$ cat src/rtl/fuse_alu_pkg.sv
// Package: shared widths and the operation code map of the fused ALU.
// Assumes a 64-bit datapath with 32-bit word and 16-bit half operations.
package fuse_alu_pkg;

    localparam int XLEN     = 64;
    localparam int WLEN     = 32;
    localparam int HLEN     = 16;
    localparam int OPW      = 5;
    localparam int NUM_OPS  = 19;

    typedef enum logic [OPW-1:0] {
        OP_SHL1_ADD   = 5'd0,
        OP_SHL2_ADD   = 5'd1,
        OP_SHL3_ADD   = 5'd2,
        OP_SHL4_ADD   = 5'd3,
        OP_SHR29_ADD  = 5'd4,
        OP_SHR30_ADD  = 5'd5,
        OP_SHR31_ADD  = 5'd6,
        OP_SHR32_ADD  = 5'd7,
        OP_ZW_SHL1    = 5'd8,
        OP_ZW_SHL2    = 5'd9,
        OP_ZW_SHL3    = 5'd10,
        OP_BYTE1      = 5'd11,
        OP_LSB_ADD    = 5'd12,
        OP_LSB_ADDW   = 5'd13,
        OP_HIMASK_OR  = 5'd14,
        OP_WADD_BYTE  = 5'd15,
        OP_WADD_BIT   = 5'd16,
        OP_WADD_ZEXTH = 5'd17,
        OP_WADD_SEXTH = 5'd18
    } fuse_op_e;

endpackage

$ cat src/rtl/fuse_shadd_unit.sv
// Module: shift-then-add family.
// Builds every left and right pre-shifted copy of src_a in a generate loop,
// picks one by op code and adds src_b. Result is zero when the code is not ours.
// Assumes consecutive op codes for each shift direction.
module fuse_shadd_unit
    import fuse_alu_pkg::*;
#(
    parameter int XLEN       = fuse_alu_pkg::XLEN,
    parameter int NSHIFT     = 4,
    parameter int LEFT_BASE  = 1,
    parameter int RIGHT_BASE = 29
) (
    input  logic [OPW-1:0]  op,
    input  logic [XLEN-1:0] a,
    input  logic [XLEN-1:0] b,
    output logic [XLEN-1:0] res,
    output logic            hit
);

    localparam int LEFT_CODE  = int'(OP_SHL1_ADD);
    localparam int RIGHT_CODE = int'(OP_SHR29_ADD);

    logic [XLEN-1:0] left_t  [NSHIFT];
    logic [XLEN-1:0] right_t [NSHIFT];
    logic [XLEN-1:0] addend;

    for (genvar i = 0; i < NSHIFT; i++) begin : g_shift
        assign left_t[i]  = a << (LEFT_BASE + i);
        assign right_t[i] = a >> (RIGHT_BASE + i);
    end

    // Select the pre-shifted operand that matches the op code.
    always_comb begin
        addend = '0;
        hit    = 1'b0;
        for (int i = 0; i < NSHIFT; i++) begin
            if (op == OPW'(LEFT_CODE + i)) begin
                addend = left_t[i];
                hit    = 1'b1;
            end
            if (op == OPW'(RIGHT_CODE + i)) begin
                addend = right_t[i];
                hit    = 1'b1;
            end
        end
    end

    // Single shared 64-bit adder, gated so a miss contributes zero.
    always_comb begin
        res = hit ? (addend + b) : '0;
    end

endmodule

$ cat src/rtl/fuse_bitfield_unit.sv
// Module: full-width field operations.
// Zero-extended word shifts, second-byte extract, low-bit add and high-mask OR.
// Result is zero when the code is not one of these.
module fuse_bitfield_unit
    import fuse_alu_pkg::*;
#(
    parameter int XLEN   = fuse_alu_pkg::XLEN,
    parameter int WLEN   = fuse_alu_pkg::WLEN,
    parameter int NZW    = 3
) (
    input  logic [OPW-1:0]  op,
    input  logic [XLEN-1:0] a,
    input  logic [XLEN-1:0] b,
    output logic [XLEN-1:0] res,
    output logic            hit
);

    localparam int ZW_CODE  = int'(OP_ZW_SHL1);
    localparam int BYTE_LO  = 8;
    localparam int BYTE_HI  = 15;
    localparam int MASK_LSB = 8;

    logic [XLEN-1:0] zw_base;
    logic [XLEN-1:0] zw_t [NZW];
    logic [XLEN-1:0] byte_v;
    logic [XLEN-1:0] lsb_sum;
    logic [XLEN-1:0] mask_or;

    assign zw_base = {{(XLEN-WLEN){1'b0}}, a[WLEN-1:0]};

    for (genvar i = 0; i < NZW; i++) begin : g_zw
        assign zw_t[i] = zw_base << (i + 1);
    end

    // Byte extract, low-bit add and masked OR datapaths.
    always_comb begin
        byte_v  = {{(XLEN-(BYTE_HI-BYTE_LO+1)){1'b0}}, a[BYTE_HI:BYTE_LO]};
        lsb_sum = {{(XLEN-1){1'b0}}, a[0]} + b;
        mask_or = {a[XLEN-1:MASK_LSB], {MASK_LSB{1'b0}}} | b;
    end

    // Pick the result for the active op code.
    always_comb begin
        res = '0;
        hit = 1'b1;
        case (op)
            OP_BYTE1:     res = byte_v;
            OP_LSB_ADD:   res = lsb_sum;
            OP_HIMASK_OR: res = mask_or;
            default: begin
                hit = 1'b0;
                for (int i = 0; i < NZW; i++) begin
                    if (op == OPW'(ZW_CODE + i)) begin
                        res = zw_t[i];
                        hit = 1'b1;
                    end
                end
            end
        endcase
    end

endmodule

$ cat src/rtl/fuse_word_unit.sv
// Module: word-width operations.
// The narrowing ops need only the low 16 bits of the 32-bit word sum, so a
// 16-bit adder serves them; the word low-bit add uses its own 32-bit adder.
// Result is zero when the code is not one of these.
module fuse_word_unit
    import fuse_alu_pkg::*;
#(
    parameter int XLEN = fuse_alu_pkg::XLEN,
    parameter int WLEN = fuse_alu_pkg::WLEN,
    parameter int HLEN = fuse_alu_pkg::HLEN
) (
    input  logic [OPW-1:0]  op,
    input  logic [HLEN-1:0] a_half,
    input  logic            a_lsb,
    input  logic [WLEN-1:0] b_word,
    output logic [XLEN-1:0] res,
    output logic            hit
);

    logic [HLEN-1:0] half_sum;
    logic [WLEN-1:0] lsb_word;

    // Low half of the word sum and the word low-bit sum.
    always_comb begin
        half_sum = a_half + b_word[HLEN-1:0];
        lsb_word = {{(WLEN-1){1'b0}}, a_lsb} + b_word;
    end

    // Narrow or extend according to the op code.
    always_comb begin
        res = '0;
        hit = 1'b1;
        case (op)
            OP_LSB_ADDW:   res = {{(XLEN-WLEN){lsb_word[WLEN-1]}}, lsb_word};
            OP_WADD_BYTE:  res = {{(XLEN-8){1'b0}}, half_sum[7:0]};
            OP_WADD_BIT:   res = {{(XLEN-1){1'b0}}, half_sum[0]};
            OP_WADD_ZEXTH: res = {{(XLEN-HLEN){1'b0}}, half_sum};
            OP_WADD_SEXTH: res = {{(XLEN-HLEN){half_sum[HLEN-1]}}, half_sum};
            default:       hit = 1'b0;
        endcase
    end

endmodule

$ cat src/rtl/fuse_alu.sv
// Module: top of the fused-operation ALU.
// Fans the operands out to three sub-units; each returns zero unless it owns
// the code, so the results merge with an OR. Purely combinational: no state,
// no latency, no reset needed.
module fuse_alu
    import fuse_alu_pkg::*;
#(
    parameter int XLEN = fuse_alu_pkg::XLEN
) (
    input  logic            in_valid,
    input  logic [4:0]      op_code,
    input  logic [63:0]     src_a,
    input  logic [63:0]     src_b,
    output logic            out_valid,
    output logic [63:0]     out_result,
    output logic            out_illegal
);

    logic [XLEN-1:0] res_sa, res_bf, res_wd;
    logic            hit_sa, hit_bf, hit_wd;

    fuse_shadd_unit #(.XLEN(XLEN)) u_shadd (
        .op  (op_code),
        .a   (src_a),
        .b   (src_b),
        .res (res_sa),
        .hit (hit_sa)
    );

    fuse_bitfield_unit #(.XLEN(XLEN)) u_bitfield (
        .op  (op_code),
        .a   (src_a),
        .b   (src_b),
        .res (res_bf),
        .hit (hit_bf)
    );

    fuse_word_unit #(.XLEN(XLEN)) u_word (
        .op     (op_code),
        .a_half (src_a[HLEN-1:0]),
        .a_lsb  (src_a[0]),
        .b_word (src_b[WLEN-1:0]),
        .res    (res_wd),
        .hit    (hit_wd)
    );

    // Merge sub-unit results and derive the strobes.
    always_comb begin
        out_result  = res_sa | res_bf | res_wd;
        out_valid   = in_valid;
        out_illegal = in_valid & ~(hit_sa | hit_bf | hit_wd);
    end

endmodule

$ cat config.mk
export PLATFORM = sky130hd
export DESIGN_NAME = fuse_alu
export DESIGN_NICKNAME = d
export VERILOG_FILES = /design/src/rtl/fuse_alu_pkg.sv /design/src/rtl/fuse_shadd_unit.sv /design/src/rtl/fuse_bitfield_unit.sv /design/src/rtl/fuse_word_unit.sv /design/src/rtl/fuse_alu.sv
export SDC_FILE = /design/constraint.sdc
export NUM_CORES = 1
export LEC_CHECK = 0
export ABC_AREA = 1
export CAP_MARGIN = 20
export CORE_ASPECT_RATIO = 1.75
export CORE_UTILIZATION = 39
export DETAILED_ROUTE_END_ITERATION = 6
export DONT_BUFFER_PORTS = 1
export PLACE_DENSITY = 0.58
export SYNTH_ARGS = -nofsm -noshare
export SYNTH_HDL_FRONTEND = slang
export SYNTH_SLANG_ARGS = --single-unit
$ cat constraint.sdc
create_clock -name vclk -period 9.3
set_clock_uncertainty 0.2 [all_clocks]
set_input_delay 1.86 -clock vclk [all_inputs]
set_output_delay 1.86 -clock vclk [all_outputs]
set_load 0.02 [all_outputs]
==> reports/metrics.cfg, run 1 <==
[cts]
holdBufCountCts = 0
cts-resized-gates = 0
post_cts_buffers = 0

[grt]
overflow = 11
grt_max_degree = 73
track_usage_pct = 59.2
grt_pass1_vias = 21900
grt_pass1_wl_um = 158000

[floorplan]
die_x_um = 146
num_io_pins = 200
initial_core_util_pct = 39.8
row_count = 91
die_y_um = 254

[place]
place_inst = 3366
gp_congestion = 1.20
port_buffers = 0
place_area_um2 = 14700
hpwlAfterDp_um = 86300

[logic_synthesis]
seq_area_frac_synth_pct = 0
yosysUniqueCellTypes = 49
netlist_top_cells_area = nand2_1, inv_1, o21ai_0
synth_nets = 3182
synth_top_area_share_pct = 22.6
synthCells = 2945
synth.avg_cell_area_um2 = 4.80
yosysTopAreaCell = nand2_1
yosysWarnings = 0
synth_area_um2 = 14100

[status]
stop_error = [ERROR GRT-0116] Global routing finished with congestion. Check the congestion regions in the DRC Viewer.
outcome = did not finish
lastStage = global routing (5_1_grt)

==> synthesized netlist by cell type, drive strengths merged (6+ instances only) <==
cell type,number
nand4,70
o21bai,23
and2,6
clkbuf,66
xor2,8
a221oi,18
nand3,261
o221ai,21
nand2,855
nand3b,20
or2,16
a21oi,209
nor2,299
o211ai,9
inv,505
a31oi,14
o22ai,61
o21ai,283
ha,101
a211oi,12
buf,18
nor3,49
==> routing by layer <==
metal  track usage, %  overflow
met5             1.08         0
met4             70.6         2
met3             29.9         0
met2             87.4         9
met1             55.2         0
==> cell families after synthesis <==
logic type / synth area share [%]
buf+inv: 15.9
xor+xnor: 0.681
compound gates: 26.3
fa+ha+maj: 9.22
simple gates: 47.9
==> stage by stage <==
step                      setup slack (ns)  hold WS (ns)
after detailed placement             0.661          3.52
after global placement               0.655          3.52
after floorplan                       2.48          3.63
after CTS                            0.651          3.52
==> inputs of run 2 (changes only) <==
CORE_ASPECT_RATIO = not set   (was 1.75)
CORE_UTILIZATION = 24   (was 39)
PLACE_DENSITY = not set   (was 0.58)
PLACE_DENSITY_LB_ADDON = 0.15   (was not set)
==> run 2 against run 1 <==
Compared with the run above:
- the flow now finishes, with violations (DRC)
- synthesized cell count did not move
- synthesized area is the same
==> reports/metrics.cfg, run 2 <==
[sta]
drv_slew = 0
tns_ns = 0
slew_headroom_pct = 28.7
finalSetupViolCount = 0
fin_crit_ns = 8.64
fmax_mhz = 116
hold_viol_final = 0
fin_crit_sh_pct = 92.9
rsz0062_at_grt = false
whs_ns = 3.52
worst-slew-pin-transition_ns = 1.07

[final_layout]
regArea_um2 = 0
finalNetCount = 3128
fillCellCount = 7120
drive_gt1_share_pct = 3.36
area.growth.synth_to_final_pct = 5.89
final_cell_mix = nand2_1, inv_1, nor2_1
final_common_cell = nand2_1
nClkBuffers = 0
seq_cell_count = 0

[setup_path]
startpoint = op_code[4]
cp-end-kind = output pin
endpoint = out_result[28]
cp.required_ns = 7.24
worst-path-max-fanout = 16
cp.arrival_ns = 6.58
cp-start-kind = input port
critPathKind = input port to output pin

[pwr]
power_density_nw_per_um2 = 46.6
vdd_ir_drop_max_uv = 14.5
leakage_uw = 0.00774

[cts]
cts-resized-gates = 0  ; unchanged
post_cts_buffers = 0  ; unchanged
holdBufCountCts = 0  ; unchanged

[logic_synthesis]
synth_area_um2 = 14100  ; unchanged
synth_common_cells = nand2_1, inv_1, nor2_1, o21ai_0, nand3_1  ; unchanged
yosysTopAreaCell = nand2_1  ; unchanged
seq_area_frac_synth_pct = 0  ; unchanged
yosysWarnings = 0  ; unchanged
synthCells = 2945  ; unchanged
synth.most_common_cell = nand2_1  ; unchanged
synth_nets = 3182  ; unchanged
synth.avg_cell_area_um2 = 4.80  ; unchanged
yosysUniqueCellTypes = 49  ; unchanged
synth_top_area_share_pct = 22.6  ; unchanged
netlist_top_cells_area = nand2_1, inv_1, o21ai_0  ; unchanged

[grt]
grt_max_degree = 69
antenna_found_initial = 2
grt_pass1_wl_um = 140000
grt_pass1_vias = 19000
overflow = 0
track_usage_pct = 32.2

[place]
hpwlAfterDp_um = 84800  ; was 86300 µm
gp_congestion = 1.05  ; was 1.20
port_buffers = 0  ; unchanged

[status]
violations = DRC
outcome = finished, violations left  ; was did not finish

[floorplan]
die_y_um = 245  ; was 254 µm
num_io_pins = 200  ; unchanged
row_count = 88  ; was 91
die_area_um2 = 59900
core_um2 = 57900
initial_core_util_pct = 24.4  ; was 39.8%
die_x_um = 245  ; was 146 µm

[route]
drc = 10
firstDrtPassIters = 7
ant_nets = 0
drt_iter0_markers = 2595
vias_per_cell = 5.64
vias = 20600
wl_um = 100000
post_drt_wl_per_cell_um = 27.4

[job]
drv_cap = 0

[min_path]
worstHoldPathType = input port to output pin

-- run 2: per-stage QoR --
step	power [µW]	setup WS [ns]	area, µm²	std cells	utilization (%)
after floorplan	453	2.48	14100	2945	-
after global placement	679	0.707	15000	3654	25.8
after detailed placement	672	0.786	15000	3654	25.8
after CTS	675	0.787	15000	3654	25.8
after global routing	751	0.450	15000	3654	25.8
final	698	0.657	15000	3655	25.9
-- run 2: area by class of cell --
type	instances	area, µm²	area share (%)
Antenna cell	1	2.50	0.0167
Inverter	505	1900	12.7
Multi-Input combinational cell	2356	11900	79.5
Tap cell	765	957	6.39
Timing Repair Buffer	28	210	1.40
-- run 2: worst max-delay path, cell delays in order --
cell and delay, ns:
inv_2 0.11, nand3_1 0.19, nor2_1 0.44, inv_1 0.11, nor2_1 0.19, inv_1 0.33, buf_4 0.32, o21ai_0 0.19
ha_1 0.40, fa_1 0.40, nand3_1 0.11, nand3_1 0.25, nand2_1 0.09, nand2_1 0.29, nand2_1 0.09, nand2_1 0.22
nand2_1 0.08, nand2_1 0.18, or2_2 0.14, nand3_1 0.22, nand3b_1 0.36
-- run 2: report_power, final --
part | leakage (µW) | switching (µW) | internal [µW] | total [µW]
clock | 0.00000000634 | 0 | 0.0000145 | 0.0000145
sequential | 0 | 0 | 0 | 0
combinational | 0.00774 | 516 | 181 | 698
-- run 2: per-layer routing --
layer	vias up	GRT usage, %	routed length, µm
met4	0	16.5	6500
met2	1178	50.1	42500
li1	9606	-	-
met1	9608	42.1	41700
met3	223	5.96	9470
met5	-	0	0
-- run 2: worst min-delay path by stage --
stage / slack [ns] / depth (start not counted) / startpoint / end
after floorplan: 3.63 / 1 / in_valid / out_valid
after global placement: 3.52 / 0 / in_valid / out_valid
after detailed placement: 3.52 / 0 / in_valid / out_valid
after CTS: 3.52 / 0 / in_valid / out_valid
after global routing: 3.52 / 0 / in_valid / out_valid
final: 3.52 / 0 / in_valid / out_valid
-- run 2: cells by family after synthesis --
| group | after synthesis | share of synthesized area (%) |
|---|---|---|
| AND/OR/NAND/NOR | 1578 | 47.9 |
| AO/OA/AOI/OAI | 664 | 26.3 |
| XOR/XNOR | 11 | 0.681 |
| buffers and inverters | 589 | 15.9 |
| adder cells (fa/ha/maj) | 103 | 9.22 |
(Power assumes the default switching activity.)
